$ cat src/rtl/pwmt_pkg.sv
package pwmt_pkg;
    localparam int ADDR_W = 5;

    localparam logic [ADDR_W-1:0] A_CTRL  = 5'd0;
    localparam logic [ADDR_W-1:0] A_MOD   = 5'd1;
    localparam logic [ADDR_W-1:0] A_START = 5'd2;
    localparam logic [ADDR_W-1:0] A_SYNC  = 5'd3;
    localparam logic [ADDR_W-1:0] A_FLAG  = 5'd4;
    localparam logic [ADDR_W-1:0] A_POL   = 5'd5;
    localparam logic [ADDR_W-1:0] A_INIT  = 5'd6;
    localparam logic [ADDR_W-1:0] A_PAIR  = 5'd7;
    localparam logic [ADDR_W-1:0] A_MATCH = 5'd8;
    localparam logic [ADDR_W-1:0] A_CMP0  = 5'd16;

    // control word; first field is the most significant bit
    typedef struct packed {
        logic       min_rl;   // bit 6: reload at up-down bottom
        logic       max_rl;   // bit 5: reload at count top
        logic       center;   // bit 4: up-down counting
        logic       run;      // bit 3: counter clock enable
        logic [2:0] ps;       // bits 2:0: prescale exponent
    } ctrl_t;

    localparam int CTRL_W = $bits(ctrl_t);
    localparam int DIV_W  = 7;

    function automatic logic [DIV_W-1:0] ps_mask(input logic [2:0] ps);
        return DIV_W'((1 << ps) - 1);
    endfunction
endpackage

$ cat src/rtl/pwmt_regs.sv
module pwmt_regs
    import pwmt_pkg::*;
#(
    parameter int CW  = 16,
    parameter int NCH = 4
) (
    input  logic                     clk,
    input  logic                     rst,
    input  logic                     wr_en,
    input  logic [ADDR_W-1:0]        wr_addr,
    input  logic [CW-1:0]            wr_data,
    input  logic                     reload,
    input  logic                     ovf_evt,
    output ctrl_t                    ctrl,
    output logic [CW-1:0]            mod_act,
    output logic [CW-1:0]            start_act,
    output logic [CW-1:0]            start_buf,
    output logic [NCH-1:0][CW-1:0]   cmp_act,
    output logic [NCH-1:0]           pol,
    output logic [NCH-1:0]           init,
    output logic [NCH-1:0]           match_en,
    output logic [NCH/2-1:0]         combine,
    output logic                     sync_commit,
    output logic                     sync_restart,
    output logic                     ovf_flag
);
    localparam int NP = NCH / 2;

    logic [CW-1:0]          mod_buf;
    logic [NCH-1:0][CW-1:0] cmp_buf;
    logic [NP-1:0]          pair_sync;
    logic                   flag_clr;

    assign sync_commit  = wr_en && (wr_addr == A_SYNC) && wr_data[0];
    assign sync_restart = wr_en && (wr_addr == A_SYNC) && wr_data[1];
    assign flag_clr     = wr_en && (wr_addr == A_FLAG) && !wr_data[0];

    always_ff @(posedge clk) begin
        if (rst) begin
            ctrl      <= '0;
            mod_buf   <= '1;
            mod_act   <= '1;
            start_buf <= '0;
            start_act <= '0;
            cmp_buf   <= '0;
            cmp_act   <= '0;
            pol       <= '0;
            init      <= '0;
            match_en  <= '0;
            combine   <= '0;
            pair_sync <= '0;
            ovf_flag  <= 1'b0;
        end else begin
            if (wr_en) begin
                case (wr_addr)
                    A_CTRL:  ctrl      <= ctrl_t'(wr_data[CTRL_W-1:0]);
                    A_MOD:   mod_buf   <= wr_data;
                    A_START: start_buf <= wr_data;
                    A_POL:   pol       <= wr_data[NCH-1:0];
                    A_INIT:  init      <= wr_data[NCH-1:0];
                    A_MATCH: match_en  <= wr_data[NCH-1:0];
                    A_PAIR: begin
                        combine   <= wr_data[NP-1:0];
                        pair_sync <= wr_data[2*NP-1:NP];
                    end
                    default: ;
                endcase
                for (int ch = 0; ch < NCH; ch++) begin
                    if (wr_addr == A_CMP0 + ADDR_W'(ch))
                        cmp_buf[ch] <= wr_data;
                end
            end
            // commit uses the buffer contents held before this edge
            if (reload) begin
                mod_act   <= mod_buf;
                start_act <= start_buf;
                for (int ch = 0; ch < NCH; ch++) begin
                    if (pair_sync[ch/2])
                        cmp_act[ch] <= cmp_buf[ch];
                end
            end
            if (ovf_evt)
                ovf_flag <= 1'b1;
            else if (flag_clr && ovf_flag)
                ovf_flag <= 1'b0;
        end
    end
endmodule

$ cat src/rtl/pwmt_counter.sv
module pwmt_counter
    import pwmt_pkg::*;
#(
    parameter int CW = 16
) (
    input  logic          clk,
    input  logic          rst,
    input  logic          run,
    input  logic          center,
    input  logic [2:0]    ps,
    input  logic [CW-1:0] mod_val,
    input  logic [CW-1:0] start_val,
    input  logic          restart,
    input  logic [CW-1:0] restart_val,
    output logic [CW-1:0] count,
    output logic          tick,
    output logic          top_pt,
    output logic          bot_pt,
    output logic          wrap_evt
);
    logic [DIV_W-1:0] div;
    logic             up;
    logic             at_top;
    logic             at_bot;

    assign tick     = run && ((div & ps_mask(ps)) == ps_mask(ps));
    assign at_top   = count >= mod_val;
    assign at_bot   = count <= start_val;
    assign top_pt   = tick && at_top && (!center || up);
    assign bot_pt   = tick && center && !up && at_bot;
    assign wrap_evt = center ? bot_pt : (tick && at_top);

    always_ff @(posedge clk) begin
        if (rst) begin
            div   <= '0;
            count <= '0;
            up    <= 1'b1;
        end else if (restart) begin
            div   <= '0;
            count <= restart_val;
            up    <= 1'b1;
        end else begin
            if (run)
                div <= div + DIV_W'(1);
            if (tick) begin
                if (!center) begin
                    up    <= 1'b1;
                    count <= at_top ? start_val : count + CW'(1);
                end else if (up) begin
                    if (at_top) begin
                        up    <= 1'b0;
                        count <= count - CW'(1);
                    end else begin
                        count <= count + CW'(1);
                    end
                end else begin
                    if (at_bot) begin
                        up    <= 1'b1;
                        count <= count + CW'(1);
                    end else begin
                        count <= count - CW'(1);
                    end
                end
            end
        end
    end
endmodule

$ cat src/rtl/pwmt_outputs.sv
module pwmt_outputs #(
    parameter int CW  = 16,
    parameter int NCH = 4
) (
    input  logic                   run,
    input  logic                   tick,
    input  logic [CW-1:0]          count,
    input  logic [NCH-1:0][CW-1:0] cmp,
    input  logic [NCH-1:0]         pol,
    input  logic [NCH-1:0]         init,
    input  logic [NCH-1:0]         match_en,
    input  logic [NCH/2-1:0]       combine,
    output logic [NCH-1:0]         pwm,
    output logic [NCH-1:0]         match_hit
);
    localparam int NP = NCH / 2;

    for (genvar p = 0; p < NP; p++) begin : g_pair
        logic win;
        logic raw_e;
        logic raw_o;
        assign win   = (count >= cmp[2*p]) && (count < cmp[2*p+1]);
        assign raw_e = combine[p] ? win : (count < cmp[2*p]);
        assign raw_o = combine[p] ? win : (count < cmp[2*p+1]);
        assign pwm[2*p]   = run ? (raw_e ^ pol[2*p])   : init[2*p];
        assign pwm[2*p+1] = run ? (raw_o ^ pol[2*p+1]) : init[2*p+1];
    end

    for (genvar ch = 0; ch < NCH; ch++) begin : g_match
        assign match_hit[ch] = tick && match_en[ch] && (count == cmp[ch]);
    end
endmodule

$ cat src/rtl/pwm_timer.sv
module pwm_timer
    import pwmt_pkg::*;
#(
    parameter int CNT_W  = 16,
    parameter int NUM_CH = 4
) (
    input  logic              clk,
    input  logic              rst,
    input  logic              wr_en,
    input  logic [ADDR_W-1:0] wr_addr,
    input  logic [CNT_W-1:0]  wr_data,
    output logic [NUM_CH-1:0] pwm_out,
    output logic [CNT_W-1:0]  count,
    output logic              ovf_flag
);
    ctrl_t                        ctrl;
    logic [CNT_W-1:0]             mod_act;
    logic [CNT_W-1:0]             start_act;
    logic [CNT_W-1:0]             start_buf;
    logic [NUM_CH-1:0][CNT_W-1:0] cmp_act;
    logic [NUM_CH-1:0]            pol;
    logic [NUM_CH-1:0]            init;
    logic [NUM_CH-1:0]            match_en;
    logic [NUM_CH-1:0]            match_hit;
    logic [NUM_CH/2-1:0]          combine;
    logic                         sync_commit;
    logic                         sync_restart;
    logic                         tick;
    logic                         top_pt;
    logic                         bot_pt;
    logic                         wrap_evt;
    logic                         reload;

    assign reload = sync_commit
                  | (top_pt & ctrl.max_rl)
                  | (bot_pt & ctrl.min_rl)
                  | (|match_hit);

    pwmt_regs #(.CW(CNT_W), .NCH(NUM_CH)) u_regs (
        .clk          (clk),
        .rst          (rst),
        .wr_en        (wr_en),
        .wr_addr      (wr_addr),
        .wr_data      (wr_data),
        .reload       (reload),
        .ovf_evt      (wrap_evt),
        .ctrl         (ctrl),
        .mod_act      (mod_act),
        .start_act    (start_act),
        .start_buf    (start_buf),
        .cmp_act      (cmp_act),
        .pol          (pol),
        .init         (init),
        .match_en     (match_en),
        .combine      (combine),
        .sync_commit  (sync_commit),
        .sync_restart (sync_restart),
        .ovf_flag     (ovf_flag)
    );

    pwmt_counter #(.CW(CNT_W)) u_counter (
        .clk         (clk),
        .rst         (rst),
        .run         (ctrl.run),
        .center      (ctrl.center),
        .ps          (ctrl.ps),
        .mod_val     (mod_act),
        .start_val   (start_act),
        .restart     (sync_restart),
        .restart_val (start_buf),
        .count       (count),
        .tick        (tick),
        .top_pt      (top_pt),
        .bot_pt      (bot_pt),
        .wrap_evt    (wrap_evt)
    );

    pwmt_outputs #(.CW(CNT_W), .NCH(NUM_CH)) u_outputs (
        .run       (ctrl.run),
        .tick      (tick),
        .count     (count),
        .cmp       (cmp_act),
        .pol       (pol),
        .init      (init),
        .match_en  (match_en),
        .combine   (combine),
        .pwm       (pwm_out),
        .match_hit (match_hit)
    );
endmodule

$ cat config.mk
export PLATFORM = sky130hd
export DESIGN_NAME = pwm_timer
export DESIGN_NICKNAME = d
export VERILOG_FILES = /design/src/rtl/pwmt_pkg.sv /design/src/rtl/pwmt_regs.sv /design/src/rtl/pwmt_counter.sv /design/src/rtl/pwmt_outputs.sv /design/src/rtl/pwm_timer.sv
export SDC_FILE = /design/constraint.sdc
export NUM_CORES = 1
export LEC_CHECK = 0
export ABC_AREA = 1
export BUFFER_PORTS_ARGS = -buffer_cell sky130_fd_sc_hd__buf_2
export CAP_MARGIN = 20
export CORE_AREA = 10 10 204 206
export DETAILED_ROUTE_END_ITERATION = 6
export DIE_AREA = 0 0 214 216
export PLACE_DENSITY = 0.54
export SETUP_SLACK_MARGIN = 0.2
export SLEW_MARGIN = 20
export SYNTH_ARGS = -nofsm -noshare
export SYNTH_HDL_FRONTEND = slang
export SYNTH_SLANG_ARGS = --single-unit
$ cat constraint.sdc
create_clock -name clk -period 2.64 [get_ports clk]
set_input_delay 0.264 -clock clk [delete_from_list [all_inputs] [get_ports clk]]
set_output_delay 0.264 -clock clk [all_outputs]
set_load 0.005 [all_outputs]
# Yosys cells after proc, flatten, opt, wreduce, memory -nomap -nowiden
# Cells that the tools add are included.
# totals
reg_bits	240
latch_bits	0
ramBits	0
mem_bits_ro	0
input_bits	24
output_inout_bits	21
word_cells	132
mem_count	0
# classes
n_addsub	4
mul	0
div	0
n_lt_le_gt_ge	8
n_eq_ne	17
n_shift	1
muxes	22
bitwise	10
n_reduce_logical	44
# ops
op	n
16-bit 2-to-1 mux	7
16-bit equality test	4
16-bit < comparator	4
16-bit >= comparator	3
2-bit AND reduction	13
1-bit logical AND	22
5-bit by 3-bit equality test with 1-bit output, second input constant	4
5-bit equality test, second input constant	4
16-bit by 1-bit adder with 16-bit output, second input constant	1
16-bit less-or-equal comparator	1
16-bit by 1-bit subtractor with 16-bit output, second input constant	1
1-bit 2-to-1 mux	15
5-bit by 2-bit equality test with 1-bit output, second input constant	2
7-bit by 1-bit adder with 7-bit output, second input constant	1
7-bit bitwise AND	1
7-bit equality test	1
1-bit by 3-bit << shifter with 7-bit output, first input constant	1
7-bit by 2-bit subtractor with 7-bit output, second input constant	1
5-bit by 1-bit equality test with 1-bit output, second input constant	1
5-bit by 4-bit equality test with 1-bit output, second input constant	1
5-bit logical NOT	1
2-bit nonzero test	2
4-bit OR reduction	1
1-bit bitwise XOR	4
5 further kinds	10

# Longest topological paths before layout
# Gate-level depths: netlist (run 1).
# logic_depth
depth_word	12
depth_mapped	19
depth_no_buf	18

# Cells and area by module
# A second synthesis (run 1) with hierarchy kept.
# unflattened
cells_unflattened	1859
area_unflattened_um2	12985.0
# modules_own_cells
module	n_inst	cells_each	area_each_um2	seq_area_each_um2
pwmt_regs	1	1002	7893.8	4324.1
pwmt_counter	1	502	3059.2	480.5
pwmt_outputs	1	341	1979.4	0.0
pwm_timer	1	14	52.6	0.0

# Worst setup path before layout (run 1)
# Ideal clock, no wire load.
# synth_path
kind	reg-to-reg
startpoint	reg u_counter.count[14]
endpoint	reg u_counter.count[15]
t_arrival_ps	2168
required_time_ps	2512
slack_ps	344
stages_incl_launch_ff	13
synth_period_minus_slack_ps	2296
cell_sequence	dfxtp_1 ha_1 nand2_1 o21bai_1 nand2_1 a21oi_4 nand3_2 buf_4 buf_2 o21ai_0 a21oi_1 a21oi_1 nor2_1
# synth_via
elab_chain_len	6
elab_cells_between_ends	11
cone_classes	2 x add/sub; 2 x order compare; 7 x mux
# synth_rtl
item	line	rtl
from (decl)	pwmt_counter.sv:15	output logic [CW-1:0] count,
from (signal assigned)	pwmt_counter.sv:40	count <= restart_val;
from (signal assigned)	pwmt_counter.sv:48	count <= at_top ? start_val : count + CW'(1);
from (signal assigned)	pwmt_counter.sv:52	count <= count - CW'(1);
16-bit by 1-bit subtractor with 16-bit output, or another cell as far along	pwmt_counter.sv:52, pwmt_counter.sv:61	
16-bit 2-to-1 mux, on equally long branches	pwmt_counter.sv:57, pwmt_counter.sv:50	
16-bit 2-to-1 mux	pwmt_counter.sv:49	end else if (up) begin
16-bit 2-to-1 mux (*)	pwmt_counter.sv:46	if (!center) begin
16-bit 2-to-1 mux (*)	pwmt_counter.sv:45	if (tick) begin
16-bit 2-to-1 mux (*)	pwmt_counter.sv:38	end else if (restart) begin
# Mark *: on every way between the ends. The rest lies on a longest branch, timed or not. The select of a mux whose other input is x is not followed.
# A chain may end at the register's enable or synchronous reset.

# Worst setup path after layout (run 1)
# layout_path
startpoint	reg u_counter.count[11]
endpoint	out pwm_out[2]
# layout_via
elab_chain_len	5
elab_cells_between_ends	7
cone_classes	3 x order compare; 2 x mux; 1 x bitwise; 1 x reduce/logical
# layout_rtl
item	line	rtl
16-bit >= comparator / 16-bit < comparator (equally long branches)	pwmt_outputs.sv:22	assign win = (count >= cmp[2*p]) && (count < cmp[2*p+1]);
1-bit logical AND	pwmt_outputs.sv:22	
1-bit 2-to-1 mux (*)	pwmt_outputs.sv:23	assign raw_e = combine[p] ? win : (count < cmp[2*p]);
1-bit bitwise XOR (*)	pwmt_outputs.sv:25	assign pwm[2*p] = run ? (raw_e ^ pol[2*p]) : init[2*p];
1-bit 2-to-1 mux (*)	pwmt_outputs.sv:25	
to (decl)	pwm_timer.sv:12	output logic [NUM_CH-1:0] pwm_out,
# Mark *: on every way between the ends. The rest lies on a longest branch, timed or not.

==> results of run 1 <==
## cell usage in the layout, fill, tap and decap left out, types with 5 or more instances in the layout
| cell | n |
|---|---|
| ha_4 | 34 |
| a21oi_2 | 41 |
| buf_8 | 14 |
| dfxtp_1 | 218 |
| inv_1 | 257 |
| o21ai_0 | 110 |
| nor2_1 | 160 |
| nand3_4 | 5 |
| dfxtp_4 | 12 |
| nor2_4 | 5 |
| nor2_2 | 13 |
| clkbuf_8 | 6 |
| o22ai_1 | 10 |
| nand4_1 | 31 |
| xor2_1 | 23 |
| nand2_1 | 256 |
| buf_2 | 42 |
| buf_12 | 28 |
| nand2_4 | 6 |
| buf_16 | 16 |
| o21ai_1 | 23 |
| o21ai_2 | 30 |
| nand3_2 | 68 |
| a21oi_1 | 213 |
| nand3_1 | 85 |
| buf_6 | 31 |
| clkbuf_1 | 6 |
| dfxtp_2 | 10 |
| ha_1 | 66 |
| nor3_1 | 10 |
| nand2_2 | 31 |
| clkinv_2 | 5 |
| clkbuf_16 | 29 |
| buf_4 | 81 |
## registers in the layout, summed over array words and instances, names as in the netlist, 7 cells and up
register          cells
u_regs.cmp_buf       64
u_regs.cmp_act       64
u_regs.start_act     16
u_regs.ctrl           7
u_regs.mod_buf       16
u_counter.div         7
u_regs.start_buf     16
u_counter.count      16
u_regs.mod_act       16
## routing by layer
| layer | up-vias | track usage | share of wire |
|---|---|---|---|
| met5 | - | 0 | 0 |
| li1 | 6420 | - | - |
| met4 | 0 | 0.0550 | 0.031 |
| met2 | 353 | 0.306 | 0.46 |
| met3 | 82 | 0.0243 | 0.061 |
| met1 | 6062 | 0.244 | 0.45 |
## worst max-delay path by stage
| stage | depth (start not counted) | startpoint | endpoint |
|---|---|---|---|
| final | 13 | u_counter.count[11] | pwm_out[2] |
| after global routing | 11 | u_counter.count[10] | pwm_out[3] |
| after CTS | 13 | u_counter.count[11] | pwm_out[2] |
| after detailed placement | 16 | u_counter.count[1] | pwm_out[0] |
| after global placement | 15 | u_regs.ctrl[1] | u_regs.cmp_act[22] |
| after floorplan | 12 | u_counter.count[14] | u_counter.count[15] |
## cell type report
| cell class | instances | area share |
|---|---|---|
| antenna | 2 | 0.000279 |
| clock buffer | 39 | 0.0435 |
| multi-input combinational | 1256 | 0.450 |
| sequential | 240 | 0.271 |
| tap | 511 | 0.0357 |
| inverter | 266 | 0.0565 |
| timing repair buffer | 215 | 0.137 |
| clock inverter | 11 | 0.00593 |
## tightest hold or removal path: stages
cell and delay [ps]:
buf_2 180, nand2_1 90, nand3_1 70
## logic make-up (layout without fill, tap and decap cells)
logic type      count (synthesis)  in the layout  synth area share
flops                         240            240             0.370
simple gates                  685            685             0.226
other cells                     0              2                 0
buf+inv                       362            531             0.113
fa+ha+maj                     100            100            0.0965
xor+xnor                       24             24            0.0162
compound gates                447            447             0.178
## repair_timing
| action | CTS | global route |
|---|---|---|
| pin swaps | 58 | 124 |
| cloned | 15 | 2 |
| buffers inserted | 33 | 16 |
| gates resized for setup | 211 | 202 |
| setup endpoints to repair | 106 | 118 |
## power by group through the flow
| stage | registers (mW) | logic [mW] | clock network (mW) |
|---|---|---|---|
| after CTS | 3.66 | 0.487 | 3.84 |
| after floorplan | 3.74 | 0.258 | 0 |
| after global placement | 3.75 | 0.443 | 0 |
| after detailed placement | 3.75 | 0.447 | 0 |
| final | 3.66 | 0.522 | 3.79 |
| after global routing | 3.66 | 0.575 | 4.01 |
## stage by stage
step	hold WS, ps	utilization	area (sq um)
3_5_place_dp	440	0.386	14400
6_report	105	0.479	17900
3_3_place_gp	435	0.386	14400
4_1_cts	89.9	0.451	16900
5_1_grt	108	0.479	17900
2_1_floorplan	390	-	13000
==> run summary, run 1 <==
Hold_buf cts -> 0
# clock sinks -> 240
Post-synth top area share -> 0.370
Residual DRC count -> 0
Routed WL -> 45,400 um
# port buffers -> 44
Mapped Nets -> 1,982
Clock power frac -> 0.475
Final Power -> 7.96 mW
Final hold violations -> 0
Multi-input logic area -> 8060 sq um
Via Count -> 12,917
Leading area contributor after synthesis -> dfxtp_1
CP delay by family, top -> simple AND/OR/NAND/NOR gates
Slew Viols, Final -> 0
Yosys cell types -> 43
Layout Nets -> 2,130
Sequential Power Share -> 0.459
Unrepaired setup endpoints after global routing -> true
Initial Util -> 0.347
Filler cells -> 3,619
Clock Latency Late Sink -> 560 ps
Async SR Flop Fraction -> 0
GPL Wtd Cong -> 0.938
Comb pwr share -> 0.066
Fin cells -> 2,540
Post-layout minimum cycle time -> 2810 ps
Vias/cell -> 5.09
Vias in the first global route -> 12,061
Total CTS buffers -> 27
Period utilisation layout -> 1.06
Global-route wire length before repair -> 68,600 um
Placed Instances -> 2,422
Dpl hpwl -> 30,400 um
Post-synth EDFFs -> 0
CP required -> 2380 ps
YS warnings -> 0
Sequential area share after synthesis -> 0.370
Critical path launch point type -> register
FP Rows -> 71
CP max-delay cell -> dfxtp_2
Die width -> 214 um
I/O pin count -> 45
Buf/Inv on CP -> 3
Storage element area -> 4860 sq um
P&R area growth vs syn -> 38.2%
Peak Freq -> 356 MHz
GRT overflow -> 0
Crit path kind -> register to output port
DR iter-0 viols -> 831
Clk slew on worst S/H paths -> 70 ps
Die Span Y -> 216 um
R2R setup slack -> -130 ps
Setup slack after layout -> -166 ps
H-tree depth -> 1
#FFs+latches synth -> 240
Drt pass-1 iters -> 6
Core ar. -> 37,400 sq um
Largest net degree at the start of global routing -> 93
CP Cell Sequence -> buf_12, ha_4, nand4_1, a31oi_1, nor3b_2, buf_4, and2_4, nand3_2, nand2_1, nand2_1, nand3_2, nand2_4, buf_6
RR Endpoint -> u_regs.cmp_act[5]
Worst Path Max Fanout -> 5
Cells after synthesis -> 1,858
Worst Hold Path EP -> u_regs.mod_buf[7]
CTS root buffer -> clkbuf_16
R2R cell count -> 19
Hold path startpoint -> wr_data[7]
Avg WL per Cell -> 17.9 um
Min-delay worst type -> primary input to register
Synth area leaders -> dfxtp_1 (37%), a21oi_1 (9.8%), ha_1 (9.6%)
Crit path DAT -> 2540 ps
Syn avg cell area -> 6.98 sq um
Outcome -> complete, but fails checks
Setup TNS -> -6090 ps
Max Cap Viol -> 0
Max Clock Skew -> 14.3 ps
CP max stage delay -> 340 ps
Worst relative slew slack -> 0.361
CTS max path bufs -> 3
Pre-CTS setup slack -> -24.1 ps
Setup crit end kind -> output port
Most frequent cell after synthesis -> nand2_1
Pwr Density -> 444 nW/um^2
Slew at the pin closest to its max-slew limit -> 958 ps
VDD IR max -> 0.000480 V
Failing checks -> setup timing
Initial antenna violation count -> 1
Internal -> 5.98 mW
Share of layout cells above drive strength 1 -> 0.265
Routed Antenna Nets -> 0
GRT Total Usage -> 0.184
Full die area -> 46,200 sq um
Setup-failing EPs final -> 97
Leak -> 7.49 nW
CTS tree -> done
Reg2Reg Launch Point -> u_counter.count[11]
Worst Hold Path Cells -> 3
Post-Syn Area -> 13,000 sq um
Commonest cells post-synth -> nand2_1 (291), inv_1 (263), a21oi_1 (255)
Post-synth top flop -> dfxtp_1
Sw power -> 1.98 mW
Net Sw Frac -> 0.249
No activity file was read; power rests on OpenSTA's default activity.
==> inputs of run 2 (changes only) <==
--- a/config.mk
+++ b/config.mk
@@ -8,10 +8,10 @@
 export ABC_AREA = 1
 export BUFFER_PORTS_ARGS = -buffer_cell sky130_fd_sc_hd__buf_2
 export CAP_MARGIN = 20
-export CORE_AREA = 10 10 204 206
+export CORE_AREA = 10 10 201 203
 export DETAILED_ROUTE_END_ITERATION = 6
-export DIE_AREA = 0 0 214 216
-export PLACE_DENSITY = 0.54
+export DIE_AREA = 0 0 211 213
+export PLACE_DENSITY = 0.55
 export SETUP_SLACK_MARGIN = 0.2
 export SLEW_MARGIN = 20
 export SYNTH_ARGS = -nofsm -noshare
==> constraint.sdc (replaced) <==
create_clock -name clk -period 3.6 [get_ports clk]
set_input_delay 0.36 -clock clk [delete_from_list [all_inputs] [get_ports clk]]
set_output_delay 0.36 -clock clk [all_outputs]
set_load 0.05 [all_outputs]
==> run 2 against run 1 <==
The flow now finishes without violations. First-iteration DRC count rose by 6.7%. Die area fell by 2.8%. Count of clock-buffer cells in the layout rose by 6. Clock skew fell by 2.6 ps. Largest cell class unchanged.
==> run summary, run 2 (synthesis gave the netlist of run 1 again) <==
# clock sinks -> 240 (unchanged)
Largest net degree at the start of global routing -> 81 (-13%)
CTS tree -> done
ANT cells -> 0 (-2)
CP Cell Sequence -> buf_4, ha_1, nand3_1, a31oi_1, nor3b_1, and2_1, nand3_1, nand3_1, nand3_1, nand2_1, buf_4
Most used cell, CP -> nand3_1
# port buffers -> 44 (unchanged)
DR iter-0 viols -> 887 (+6.7%)
Sw power -> 1.40 mW (-29%)
Layout Nets -> 1,997 (-6.2%)
FP Rows -> 70 (-1.4%)
Total CTS buffers -> 29 (+7.4%)
CP delay by family, top -> simple AND/OR/NAND/NOR gates
Buf/Inv on CP -> 2 (-1)
Initial Util -> 0.358 (+0.0109)
Sequential Power Share -> 0.442 (-0.017)
Slew Viols, Final -> 0 (unchanged)
Core ar. -> 36,300 sq um (-3.0%)
Share of layout cells above drive strength 1 -> 0.0882 (-0.177)
Period utilisation layout -> 0.915
Post-layout minimum cycle time -> 3290 ps
Residual DRC count -> 0 (unchanged)
Setup-failing EPs final -> 0 (-100%)
Avg WL per Cell -> 17.0 um (-4.7%)
Drt pass-1 iters -> 5 (-1)
Die Span Y -> 213 um (-1.4%)
GRT Total Usage -> 0.175 (-0.00923)
Dpl hpwl -> 28,700 um (-5.6%)
Placed Instances -> 2,308 (-4.7%)
Comb pwr share -> 0.050 (-0.016)
Max Clock Skew -> 11.7 ps (-2.58 ps)
Via Count -> 11,967 (-7.4%)
Clock Latency Late Sink -> 560 ps (about the same)
Die width -> 211 um (-1.4%)
R2R setup slack -> 520 ps (+650 ps)
Fin cells -> 2,362 (-7.0%)
Pwr Density -> 413 nW/um^2 (-7.1%)
P&R area growth vs syn -> 13.7%
Global-route wire length before repair -> 62,600 um (-8.7%)
Leak -> 6.45 nW (-14%)
Crit path depth -> 11 (-2)
Min-delay worst type -> primary input to register
Routed WL -> 40,200 um (-11%)
RR Endpoint -> u_regs.mod_act[14]
Final hold violations -> 0 (unchanged)
GPL Wtd Cong -> 0.909 (-3.1%)
Final Power -> 6.09 mW (-24%)
CP max-delay cell -> dfxtp_1
Most frequent cells in the layout -> nand2_1 (288), inv_1 (261), a21oi_1 (254)
Setup TNS -> 0 ps (+6090 ps)
Crit path launch -> u_counter.count[10]
Vias in the first global route -> 11,075 (-8.2%)
Vias/cell -> 5.07 (-0.37%)
Outcome -> finished, final reports clean
Filler cells -> 3,838 (+6.1%)
Critical path launch point type -> register
R2R cell count -> 18 (-1)
Clk slew on worst S/H paths -> 60 ps (about the same)
Hold_buf cts -> 0 (unchanged)
Worst relative slew slack -> 0.378 (+0.0166)
Routed Antenna Nets -> 0 (unchanged)
Net Sw Frac -> 0.230 (-0.0193)
Crit path kind -> register to output port
Initial antenna violation count -> 0 (-1)
H-tree depth -> 1 (unchanged)
Clock power frac -> 0.507 (+0.032)
VDD IR max -> 0.000349 V (-27%)
Crit path DAT -> 2930 ps (+390 ps)
Leading cell type in the layout, fill and taps excluded -> nand2_1
Internal -> 4.69 mW (-22%)
CTS max path bufs -> 3 (unchanged)
Unrepaired setup endpoints after global routing -> true
Peak Freq -> 304 MHz
Worst Path Max Fanout -> 7 (+2)
CP Capture Point -> pwm_out[2]
Setup crit end kind -> output port
Reg2Reg Launch Point -> u_counter.count[0]
Full die area -> 44,900 sq um (-2.8%)
I/O pin count -> 45 (unchanged)
CP max stage delay -> 430 ps (+90 ps)
Max Cap Viol -> 0 (unchanged)
Slew at the pin closest to its max-slew limit -> 931 ps (-27.2 ps)
CP required -> 3240 ps (+860 ps)
CTS root buffer -> clkbuf_16
Biggest regs -> u_regs.cmp_act x64, u_regs.cmp_buf x64
GRT overflow -> 0 (unchanged)
-- run 2: cell count changes in the layout (fill, tap and decap cells not counted), sizes merged, moves of 2 or more --
cell	before	now
bufinv	1	4
clkbuf	41	45
clkinvlp	3	1
buf	212	80
diode	2	0
clkinv	7	3
-- run 2: repair_timing --
action / CTS / global route
setup endpoints to repair: 4 / 4
buffers inserted: 2 / 0
pin swaps: 0 / 0
hold endpoints to repair: 0 / 0
gates resized for setup: 11 / 13
-- run 2: stage by stage --
step                setup WS (ps)  utilization  hold slack (ps)  cell area, sq um
floorplan                     676            -              424             13000
CTS                           196        0.406              165             14700
finish                        308        0.407              187             14700
global placement              453        0.377              430             13700
global route                  163        0.407              172             14700
detailed placement            479        0.377              437             13700
-- run 2: worst min path at each step --
stage,from,endpoint,slack (ps),depth (start not counted)
global placement,u_regs.init[0],u_regs.init[0],430,2
global route,wr_data[12],u_regs.mod_buf[12],170,3
floorplan,u_regs.init[0],u_regs.init[0],420,2
detailed placement,u_regs.init[0],u_regs.init[0],440,2
finish,wr_data[12],u_regs.mod_buf[12],190,3
CTS,wr_data[13],u_regs.mod_buf[13],170,3
-- run 2: worst min-delay path: cells and delay by family --
kind	cells	cell delay [ps]
buf+inv	1	170
simple gates	2	150
-- run 2: layout make-up --
type,instances,area [sq um],area share
timing repair buffer,80,596,0.0404
inverter,266,1000,0.0681
tap,468,586,0.0397
clock inverter,7,139,0.00942
clock buffer,45,866,0.0587
multi-input combinational,1256,6730,0.456
sequential,240,4830,0.327
-- run 2: power by group through the flow --
| stage | registers, mW | clock network, mW | logic [mW] |
|---|---|---|---|
| floorplan | 2.75 | 0 | 0.191 |
| global placement | 2.75 | 0 | 0.301 |
| detailed placement | 2.75 | 0 | 0.304 |
| CTS | 2.69 | 3.15 | 0.306 |
| global route | 2.69 | 3.26 | 0.341 |
| finish | 2.69 | 3.09 | 0.306 |
-- run 2: layer usage --
metal | part of all wire | up-vias | GRT usage | wire, um
li1 | - | 6118 | - | -
met1 | 0.48 | 5510 | 0.237 | 19200
met2 | 0.46 | 288 | 0.288 | 18300
met3 | 0.048 | 51 | 0.0230 | 1940
met4 | 0.018 | 0 | 0.0425 | 723
met5 | 0 | - | 0 | 0
